## config.mk

```make
export PLATFORM = sky130hd
export DESIGN_NAME = dual_die_steer
export DESIGN_NICKNAME = d
export VERILOG_FILES = /design/src/rtl/dds_pkg.sv /design/src/rtl/dds_decode.sv /design/src/rtl/dds_boot_seq.sv /design/src/rtl/dds_pair.sv /design/src/rtl/dual_die_steer.sv
export SDC_FILE = /design/constraint.sdc
export NUM_CORES = 1
export LEC_CHECK = 0
export ABC_CLOCK_PERIOD_IN_PS = 2320
export BUFFER_PORTS_ARGS = -buffer_cell sky130_fd_sc_hd__buf_2
export CAP_MARGIN = 20
export CORE_UTILIZATION = 35
export DETAILED_ROUTE_END_ITERATION = 10
export PLACE_DENSITY = 0.89
export SETUP_SLACK_MARGIN = 0.4
export SLEW_MARGIN = 20
export SYNTH_ARGS = -nofsm -noshare
export SYNTH_HDL_FRONTEND = slang
export SYNTH_SLANG_ARGS = --single-unit
```

## constraint.sdc

```tcl
create_clock -name clk -period 2.32 [get_ports clk]
set_input_delay 0.696 -clock clk [delete_from_list [all_inputs] [get_ports clk]]
set_output_delay 0.696 -clock clk [all_outputs]
set_load 0.05 [all_outputs]
```

## src/rtl/dds_pkg.sv

```systemverilog
package dds_pkg;
  typedef enum logic [1:0] {
    RG_NONE = 2'd0,
    RG_BOOT = 2'd1,
    RG_DATA = 2'd2,
    RG_REG  = 2'd3
  } region_e;

  typedef enum logic [1:0] {
    BS_IDLE  = 2'd0,
    BS_COPY  = 2'd1,
    BS_READY = 2'd2
  } boot_st_e;
endpackage

```

## src/rtl/dds_decode.sv

```systemverilog
module dds_decode
  import dds_pkg::*;
#(
  parameter int          AW         = 16,
  parameter logic [AW-1:0] BOOT_LAST  = 16'h01FF,
  parameter logic [AW-1:0] DATA_FIRST = 16'h0200,
  parameter logic [AW-1:0] DATA_LAST  = 16'h0FFF,
  parameter logic [AW-1:0] REG_FIRST  = 16'hF000,
  parameter logic [AW-1:0] SEL_ADDR   = 16'hF100
) (
  input  logic [AW-1:0] addr,
  output region_e       region,
  output logic          is_sel
);
  always_comb begin
    region = RG_NONE;
    if (addr <= BOOT_LAST)                            region = RG_BOOT;
    else if (addr >= DATA_FIRST && addr <= DATA_LAST) region = RG_DATA;
    else if (addr >= REG_FIRST)                       region = RG_REG;
  end

  assign is_sel = (addr == SEL_ADDR);
endmodule

```

## src/rtl/dds_boot_seq.sv

```systemverilog
module dds_boot_seq
  import dds_pkg::*;
(
  input  logic clk,
  input  logic rst_n,
  input  logic copy_done,
  output logic copy_req,
  output logic boot_ready
);
  boot_st_e st_q, st_d;

  always_comb begin
    st_d = st_q;
    case (st_q)
      BS_IDLE:  st_d = BS_COPY;
      BS_COPY:  if (copy_done) st_d = BS_READY;
      BS_READY: st_d = BS_READY;
      default:  st_d = BS_IDLE;
    endcase
  end

  always_ff @(posedge clk or negedge rst_n) begin
    if (!rst_n) st_q <= BS_IDLE;
    else        st_q <= st_d;
  end

  assign copy_req   = (st_q == BS_COPY);
  assign boot_ready = (st_q == BS_READY);

  // ready never drops once reached
  a_r3_ready_sticky: assert property (@(posedge clk) disable iff (!rst_n)
    boot_ready |=> boot_ready);
  // request held until the die answers
  a_r3_req_held: assert property (@(posedge clk) disable iff (!rst_n)
    (copy_req && !copy_done) |=> copy_req);
  // request and ready never together
  a_r3_req_excl: assert property (@(posedge clk) disable iff (!rst_n)
    !(copy_req && boot_ready));
endmodule

```

## src/rtl/dds_pair.sv

```systemverilog
module dds_pair
  import dds_pkg::*;
#(
  parameter int DW = 16
) (
  input  logic               clk,
  input  logic               rst_n,
  input  logic               acc,
  input  logic               we,
  input  region_e            region,
  input  logic               is_sel,
  input  logic               sel_wbit,
  input  logic [1:0][DW-1:0] die_rdata,
  input  logic               copy_done,
  output logic               copy_req,
  output logic               boot_ready,
  output logic               stall,
  output logic [1:0]         cs,
  output logic               rvalid,
  output logic [DW-1:0]      rdata
);
  logic go, sel_en, sel_q, sel_d;
  logic rd_pend_q, rd_pend_d, rd_die_q, rd_die_d, rd_zero_q, rd_zero_d;

  dds_boot_seq u_boot (
    .clk        (clk),
    .rst_n      (rst_n),
    .copy_done  (copy_done),
    .copy_req   (copy_req),
    .boot_ready (boot_ready)
  );

  assign stall = acc && (region == RG_BOOT) && !boot_ready;
  assign go    = acc && !stall;

  // die strobes
  always_comb begin
    cs = 2'b00;
    if (go) begin
      case (region)
        RG_BOOT: cs = 2'b01;
        RG_DATA: cs = sel_q ? 2'b10 : 2'b01;
        RG_REG:  cs = we ? 2'b11 : (sel_q ? 2'b10 : 2'b01);
        default: cs = 2'b00;
      endcase
    end
  end

  // die-select bit, snooped from broadcast register writes
  assign sel_en = go && we && (region == RG_REG) && is_sel;
  always_comb begin
    sel_d = sel_q;
    if (sel_en) sel_d = sel_wbit;
  end

  // read return tracking
  always_comb begin
    rd_pend_d = go && !we;
    rd_die_d  = ((region == RG_DATA) || (region == RG_REG)) ? sel_q : 1'b0;
    rd_zero_d = (region == RG_NONE);
  end

  always_ff @(posedge clk or negedge rst_n) begin
    if (!rst_n) begin
      sel_q     <= 1'b0;
      rd_pend_q <= 1'b0;
      rd_die_q  <= 1'b0;
      rd_zero_q <= 1'b0;
    end else begin
      sel_q     <= sel_d;
      rd_pend_q <= rd_pend_d;
      if (rd_pend_d) begin
        rd_die_q  <= rd_die_d;
        rd_zero_q <= rd_zero_d;
      end
    end
  end

  assign rvalid = rd_pend_q;
  assign rdata  = (rd_pend_q && !rd_zero_q) ? die_rdata[rd_die_q] : '0;

  // a stalled access touches no die
  a_r4_stall_quiet: assert property (@(posedge clk) disable iff (!rst_n)
    stall |-> (cs == 2'b00));
  // a stalled access returns nothing
  a_r4_stall_noret: assert property (@(posedge clk) disable iff (!rst_n)
    (stall && !(acc && !we && !stall)) |=> !rvalid);
  // register writes reach both dies
  a_r6_bcast: assert property (@(posedge clk) disable iff (!rst_n)
    (acc && we && region == RG_REG) |-> (cs == 2'b11));
  // boot traffic never reaches the second die
  a_r2_boot_first: assert property (@(posedge clk) disable iff (!rst_n)
    (acc && region == RG_BOOT) |-> !cs[1]);
  // read answered in the next cycle
  a_r9_read_ret: assert property (@(posedge clk) disable iff (!rst_n)
    (acc && !we && !stall) |=> rvalid);
  // writes answer nothing
  a_r9_write_silent: assert property (@(posedge clk) disable iff (!rst_n)
    (!(acc && !we)) |=> !rvalid);
  // sel moves only on a write to the start-address register
  a_r8_sel_hold: assert property (@(posedge clk) disable iff (!rst_n)
    !(acc && we && region == RG_REG && is_sel) |=> $stable(sel_q));
endmodule

```

## src/rtl/dual_die_steer.sv

```systemverilog
module dual_die_steer
  import dds_pkg::*;
#(
  parameter int              NPAIR      = 2,
  parameter int              AW         = 16,
  parameter int              DW         = 16,
  parameter logic [AW-1:0]   BOOT_LAST  = 16'h01FF,
  parameter logic [AW-1:0]   DATA_FIRST = 16'h0200,
  parameter logic [AW-1:0]   DATA_LAST  = 16'h0FFF,
  parameter logic [AW-1:0]   REG_FIRST  = 16'hF000,
  parameter logic [AW-1:0]   SEL_ADDR   = 16'hF100,
  parameter int              SEL_BIT    = 0,
  localparam int             NDIE       = 2 * NPAIR
) (
  input  logic                  clk,
  input  logic                  rst_n,
  input  logic                  host_req,
  input  logic [NPAIR-1:0]      host_ce,
  input  logic                  host_we,
  input  logic [AW-1:0]         host_addr,
  input  logic [DW-1:0]         host_wdata,
  output logic                  host_wait,
  output logic                  host_rvalid,
  output logic [DW-1:0]         host_rdata,
  output logic [NDIE-1:0]       die_cs,
  output logic                  die_we,
  output logic [AW-1:0]         die_addr,
  output logic [DW-1:0]         die_wdata,
  input  logic [NDIE-1:0][DW-1:0] die_rdata,
  output logic [NPAIR-1:0]      copy_req,
  input  logic [NPAIR-1:0]      copy_done,
  output logic [NPAIR-1:0]      boot_ready
);
  logic [1:0]              rst_sync_q;
  logic                    rst_int_n;
  region_e                 region;
  logic                    is_sel;
  logic [NPAIR-1:0][1:0]   pair_cs;
  logic [NPAIR-1:0]        pair_stall, pair_rvalid;
  logic [NPAIR-1:0][DW-1:0] pair_rdata;

  // asynchronous assert, synchronous release
  always_ff @(posedge clk or negedge rst_n) begin
    if (!rst_n) rst_sync_q <= 2'b00;
    else        rst_sync_q <= {rst_sync_q[0], 1'b1};
  end
  assign rst_int_n = rst_sync_q[1];

  dds_decode #(
    .AW(AW), .BOOT_LAST(BOOT_LAST), .DATA_FIRST(DATA_FIRST),
    .DATA_LAST(DATA_LAST), .REG_FIRST(REG_FIRST), .SEL_ADDR(SEL_ADDR)
  ) u_dec (
    .addr   (host_addr),
    .region (region),
    .is_sel (is_sel)
  );

  for (genvar gp = 0; gp < NPAIR; gp++) begin : g_pair
    dds_pair #(.DW(DW)) u_pair (
      .clk        (clk),
      .rst_n      (rst_int_n),
      .acc        (host_req && host_ce[gp]),
      .we         (host_we),
      .region     (region),
      .is_sel     (is_sel),
      .sel_wbit   (host_wdata[SEL_BIT]),
      .die_rdata  (die_rdata[2*gp+1 -: 2]),
      .copy_done  (copy_done[gp]),
      .copy_req   (copy_req[gp]),
      .boot_ready (boot_ready[gp]),
      .stall      (pair_stall[gp]),
      .cs         (pair_cs[gp]),
      .rvalid     (pair_rvalid[gp]),
      .rdata      (pair_rdata[gp])
    );
  end

  assign die_cs      = pair_cs;
  assign die_we      = host_we;
  assign die_addr    = host_addr;
  assign die_wdata   = host_wdata;
  assign host_wait   = |pair_stall;
  assign host_rvalid = |pair_rvalid;

  always_comb begin
    host_rdata = '0;
    for (int i = 0; i < NPAIR; i++) host_rdata = host_rdata | pair_rdata[i];
  end

  // holes in the map strobe nothing
  a_r1_hole_quiet: assert property (@(posedge clk) disable iff (!rst_int_n)
    (region == RG_NONE) |-> (die_cs == '0));
  // no chip-enable, no strobe
  a_r10_no_ce: assert property (@(posedge clk) disable iff (!rst_int_n)
    (host_ce == '0) |-> (die_cs == '0));
endmodule

```

==> impl_results.md, run 1 <==
- RR Endpoint: g_pair[0].u_pair.rd_zero_q
- Synth Cell Area: 1550 um2
- Final setup viols: 5
- Chip Height: 68.5 um
- Worst slack, placed: -0.410 ns
- Critical Path Sink Type: primary output
- Critical Path AT: 1.94 ns
- Hold-fix buffers, CTS: 0
- Clock Tree Root: clkbuf_8
- Fin. max-slew vios: 0
- Fmax: 380 MHz
- Startpoint Class: input pin
- Yosys reg bits: 14
- Fin area: 3340 um2
- Met1 WL: 1.97 mm
- Total grt overflow: 0
- Placer Congestion: 0.757
- Register-to-Register Path Depth: 5
- Starting density of the core: 37.6%
- FILL cells: 227
- CP cell instances: buf_8 -> nor4_4 -> nor2_4 -> or3b_4 -> a21oi_4 -> buf_6
- First-pass GRT wire length: 8.22 mm
- Worst hold path type: reg2async
- H-tree depth: 1
- Routed vias: 1705
- Status: complete, but fails checks
- Final wirelength: 6.18 mm
- Clock buffer depth: 2
- DIE AREA: 4690 um2
- Crit path required time: 1.62 ns
- Crit Path Max Fanout: 5
- Lkg Pwr: 1.39 nW
- DR WL met2: 3.67 mm
- Clock Sinks: 14
- Period utilization: 113%
- Drt drc: 0
- Worst skew pair latency: 0.24 ns
- Largest net degree at the start of global routing: 17
- Failing checks: setup timing
- Fin crit period: 2.63 ns
- Crit-path max cell delay: 0.40 ns
- Reg-to-reg startpoint: g_pair[0].u_pair.u_boot.st_q[0]
- Drt via density: 5.04
- Detailed placement HPWL: 3.61 mm
- Crit. Startpoint: host_addr[15]
- Top Ports: 163
- Synth cell types: 30
- Layout overhead on the synthesized area: 116%
- CTS tree: yes
- Max-Cap Viols: 0
- Worst path bufs/invs: 2
- Multi-input gate area: 1530 um2
- Power Total: 1.33 mW
- CP endpoint: die_cs[1]
- Reg clk slew, reported paths: 0.06 ns
- IO buf count: 132
- Setup CP Type: in2out
- Slowest cell on crit path: or3b_4
- Row cnt: 23
- Area share of the largest cell type after synthesis: 22.6%
- Post-Place Cell Area: 2350 um2
- Pwr Density: 397 nW/um2
- CP top delay family: simple AND/OR/NAND/NOR gates
- Reg area: 353 um2
- Fin nets: 399
- WP depth: 6
- Clock skew: 0.00426 ns
- RSZ-0062 raised after global routing: yes
- Antenna diode count: 0
- Yosys warnings: 0
- Ranking of synthesized cells by area: dfrtp_1 (23%), mux2i_1 (22%), buf_4 (18%)
- Fin. Hold Viols: 0
- R2r setup slk: 0.75 ns
- Met3 WL: 422 um
- Die width: 68.5 um
- DR WL/cell: 18.3 um
- TritonCTS buffer count: 3
- Final setup margin: -0.312 ns
- Vias in the first global route: 1722
- Cell accounting for the most synthesized area: dfrtp_1
- Placeable Area: 4120 um2
- Top Layer Used: met4
- First-pass DRT Iterations: 4
- Total Routing Usage GR: 24.4%
- Initial DRC Count: 57
- Syn_area_per_cell: 9.10 um2
- Syn nets: 280
- Worst IR drop on VDD: 634 uV
- Initial antenna violation count: 0
- Register area share after synthesis: 22.6%
- Post-Synthesis Cells: 170
- Setup TNS: -1.36 ns
- Remaining antenna violation count after routing: 0
- Layout cells sized above 1: 83.3%
layout make-up:
| type | instances | area share [%] |
|---|---|---|
| Multi-Input combinational cell | 102 | 45.8 |
| Tap cell | 50 | 1.87 |
| Timing Repair Buffer | 160 | 39.2 |
| Sequential cell | 14 | 10.6 |
| Inverter | 8 | 0.900 |
| Clock buffer | 4 | 1.65 |
worst min path at each step:
stage	start	to	depth (start not counted)
2_1_floorplan	rst_sync_q[1]	g_pair[0].u_pair.rd_die_q	0
3_3_place_gp	rst_sync_q[1]	g_pair[1].u_pair.u_boot.st_q[1]	0
3_5_place_dp	rst_sync_q[1]	g_pair[0].u_pair.u_boot.st_q[1]	0
4_1_cts	rst_sync_q[1]	g_pair[0].u_pair.u_boot.st_q[1]	0
5_1_grt	rst_n	rst_sync_q[1]	1
6_report	rst_sync_q[1]	g_pair[0].u_pair.u_boot.st_q[0]	0
synthesized netlist by cell type:
library cell and count:
a211o_2 2, a211oi_4 2, a21oi_1 4, a22oi_1 1
and2_1 1, and3b_2 1, and4_2 1, buf_2 4
buf_4 37, buf_6 1, clkbuf_1 4, conb_1 1
dfrtp_1 14, ha_1 6, inv_1 8, mux2_2 2
mux2_4 2, mux2i_1 34, nand2_1 9, nand2b_1 4
nand4_1 1, nor2_1 1, nor2b_1 1, nor3_1 4
nor4_1 1, nor4_2 1, o21ai_0 4, o22ai_1 16
or2_2 1, or3b_1 2
state kept, by name (all words and copies together) (netlist names):
register / flops
g_pair.u_pair.u_boot.st_q: 4
g_pair.u_pair.rd_die_q: 2
g_pair.u_pair.rd_zero_q: 2
g_pair.u_pair.rvalid: 2
g_pair.u_pair.sel_q: 2
rst_sync_q: 2
report_power, final:
group          switching [mW]  total [mW]  internal [mW]
Sequential             0.0291       0.318          0.289
Clock                  0.0839       0.234          0.150
Combinational           0.486       0.774          0.288
per-stage QoR:
| step | cells | utilization, % | hold WS [ns] |
|---|---|---|---|
| floorplan | 170 | - | 0.147 |
| CTS | 335 | 78.4 | 0.218 |
| detailed placement | 316 | 57.2 | 0.216 |
| global placement | 316 | 57.2 | 0.203 |
| finish | 338 | 81.1 | 0.193 |
| global route | 338 | 81.1 | 0.224 |
layer usage:
metal	up-vias	global-route usage [%]
met3	14	4.11
met2	74	49.9
met4	0	9.90
met5	-	0
li1	809	-
met1	808	23.4
what timing repair did:
action,CTS,global route
setup buffers,12,2
gates resized for setup,120,14
endpoints found under the setup margin,22,22
pin swaps,14,8
gates cloned,3,1
cell families (layout without fill, tap and decap cells):
group | Yosys count | in the layout | synth area share, %
other | 1 | 1 | 0.242
DFF | 14 | 14 | 22.6
and+or+nand+nor | 28 | 28 | 10.6
adders and majority gates | 6 | 6 | 4.85
muxes | 38 | 38 | 25.4
buffers and inverters | 54 | 172 | 22.9
AOI/OAI and AO/OA | 29 | 29 | 13.4
layout by cell type, fill, tap and decap left out, drive strengths merged, types with 4 or more instances in the layout:
master  instances
a21oi           4
buf           159
clkbuf          5
dfrtp          14
ha              6
inv             8
mux2            4
mux2i          34
nand2           9
nand2b          4
nor3            4
o21ai           4
o22ai          16
(Power assumes the default switching activity.)
==> inputs of run 2 (changes only) <==
==> constraint.sdc (replaced) <==
create_clock -name clk -period 2.32 [get_ports clk]
set_input_delay 0.348 -clock clk [delete_from_list [all_inputs] [get_ports clk]]
set_output_delay 0.348 -clock clk [all_outputs]
set_load 0.05 [all_outputs]
==> run 2 against run 1 <==
Against the previous run:
- worst hold slack better by 0.0050 ns
- the run now ends clean
- cell count down 5.0%
- critical path type unchanged
- wire length down 28%
- sequential share of layout area up 4.9 points
- die area unchanged
==> impl_results.md, run 2 (synthesized netlist as in run 1, its figures left out) <==
- Status: completed
- CTS tree: yes
- Reg clk slew, reported paths: 0.06 ns
- Lkg Pwr: 1.11 nW
- Largest Register: g_pair.u_pair.u_boot.st_q
- Worst slack, placed: 0.215 ns
- Crit-path max cell delay: 0.41 ns
- Final setup margin: 0.323 ns
- Initial DRC Count: 30
- Drt drc: 0
- Critical Path Sink Type: primary output
- Fin. Hold Viols: 0
- Fin nets: 382
- Worst skew pair latency: 0.24 ns
- Clock Sinks: 14
- First-pass GRT wire length: 5.58 mm
- RR Endpoint: g_pair[1].u_pair.rd_zero_q
- Max-Cap Viols: 0
- Initial antenna violation count: 0
- Die width: 68.5 um
- Setup CP Type: in2out
- Crit. Startpoint: host_addr[14]
- Crit path required time: 1.97 ns
- Clock skew: 0.00107 ns
- Chip Height: 68.5 um
- Most common cell after layout, fill and taps aside: buf_2
- Layout cells sized above 1: 64.9%
- Antenna diode count: 0
- DR WL/cell: 13.8 um
- Top Ports: 163
- Reg-to-reg startpoint: g_pair[1].u_pair.u_boot.st_q[0]
- Remaining antenna violation count after routing: 0
- Pwr Density: 533 nW/um2
- Drt via density: 4.83
- Critical Path AT: 1.65 ns
- DIE AREA: 4690 um2
- Placeable Area: 4120 um2
- Setup TNS: 0 ns
- Period utilization: 86.1%
- Total Routing Usage GR: 15.8%
- Routed vias: 1551
- Clock buffer depth: 2
- Crit Path Max Fanout: 5
- RSZ-0062 raised after global routing: yes
- Total grt overflow: 0
- Power Total: 1.21 mW
- Worst IR drop on VDD: 480 uV
- Placer Congestion: 0.819
- Max reg flops: 4
- CP cell instances: buf_8 -> nor4_4 -> nor2_4 -> or3b_4 -> a21oi_4 -> buf_8
- Startpoint Class: input pin
- Post-Place Cell Area: 2000 um2
- Clock Tree Root: clkbuf_8
- Fin. max-slew vios: 0
- R2r setup slk: 0.89 ns
- First-pass DRT Iterations: 4
- Largest net degree at the start of global routing: 18
- H-tree depth: 1
- IO buf count: 132
- TritonCTS buffer count: 3
- Fmax: 501 MHz
- Register-to-Register Path Depth: 5
- Worst path most repeated cell: buf_8
- Starting density of the core: 37.6%
- Final wirelength: 4.42 mm
- Detailed placement HPWL: 3.35 mm
- Commonest cells after routing, fill and taps aside: buf_2 (123), mux2i_1 (34), dfrtp_1 (14)
- Placed instance count: 308
- Post-Layout Cell Count: 321
- Final setup viols: 0
- Slowest cell on crit path: or3b_4
- Fin area: 2260 um2
- Worst hold path type: reg2async
- Vias in the first global route: 1256
- Fin crit period: 2.00 ns
- Layout overhead on the synthesized area: 46.2%
- Row cnt: 23
[run 2: changes by cell type in the layout (fill, tap and decap cells not counted), sizes merged]
cell         delta
buf            -20
clkbuf          +1
and2            +1
dlygate4sd3     +1
[run 2: routing by layer]
| metal | GRT usage, % | wire length, um | up-vias |
|---|---|---|---|
| met4 | 2.08 | 43 | 0 |
| met1 | 18.3 | 1700 | 716 |
| met3 | 3.95 | 289 | 6 |
| met5 | 0 | 0 | - |
| met2 | 29.8 | 2390 | 62 |
| li1 | - | - | 767 |
[run 2: worst max path at each step]
| stage | end | slack (ns) |
|---|---|---|
| 2_1_floorplan | host_rdata[13] | 0.30 |
| 5_1_grt | die_cs[3] | 0.30 |
| 3_3_place_gp | die_cs[1] | 0.24 |
| 4_1_cts | die_cs[1] | 0.34 |
| 3_5_place_dp | die_cs[1] | 0.21 |
| 6_report | die_cs[3] | 0.32 |
[run 2: critical path, delay by kind of cell]
| family | cells | cell delay (ns) |
|---|---|---|
| AND/OR/NAND/NOR | 3 | 0.84 |
| buffers and inverters | 2 | 0.27 |
| AO/OA/AOI/OAI | 1 | 0.18 |
[run 2: area by class of cell]
type / instances / area (um2)
clock buffer: 4 / 55.1
fill: 388 / 1850
inverter: 8 / 30.0
multi-input combinational: 103 / 966
sequential: 14 / 350
tap: 50 / 62.6
timing repair buffer: 142 / 798
[run 2: where the power goes]
| group | switching (mW) | internal (mW) | total (mW) |
|---|---|---|---|
| Combinational | 0.417 | 0.228 | 0.645 |
| Sequential | 0.0387 | 0.289 | 0.328 |
| Clock | 0.0839 | 0.150 | 0.234 |
[run 2: through the flow]
step	hold WS, ns	utilization (%)
2_1_floorplan	0.0524	-
3_3_place_gp	0.134	48.5
3_5_place_dp	0.134	48.5
4_1_cts	0.224	53.3
5_1_grt	0.248	55.0
6_report	0.198	55.0
[run 2: timing repair]
action                                  CTS  global route
hold buffers                              1             0
gates resized for setup                  29            10
pin swaps                                 7             7
endpoints found under the hold margin     2             0
gates cloned                              0             1
buffers inserted                          4             3
endpoints found under the setup margin   21             8
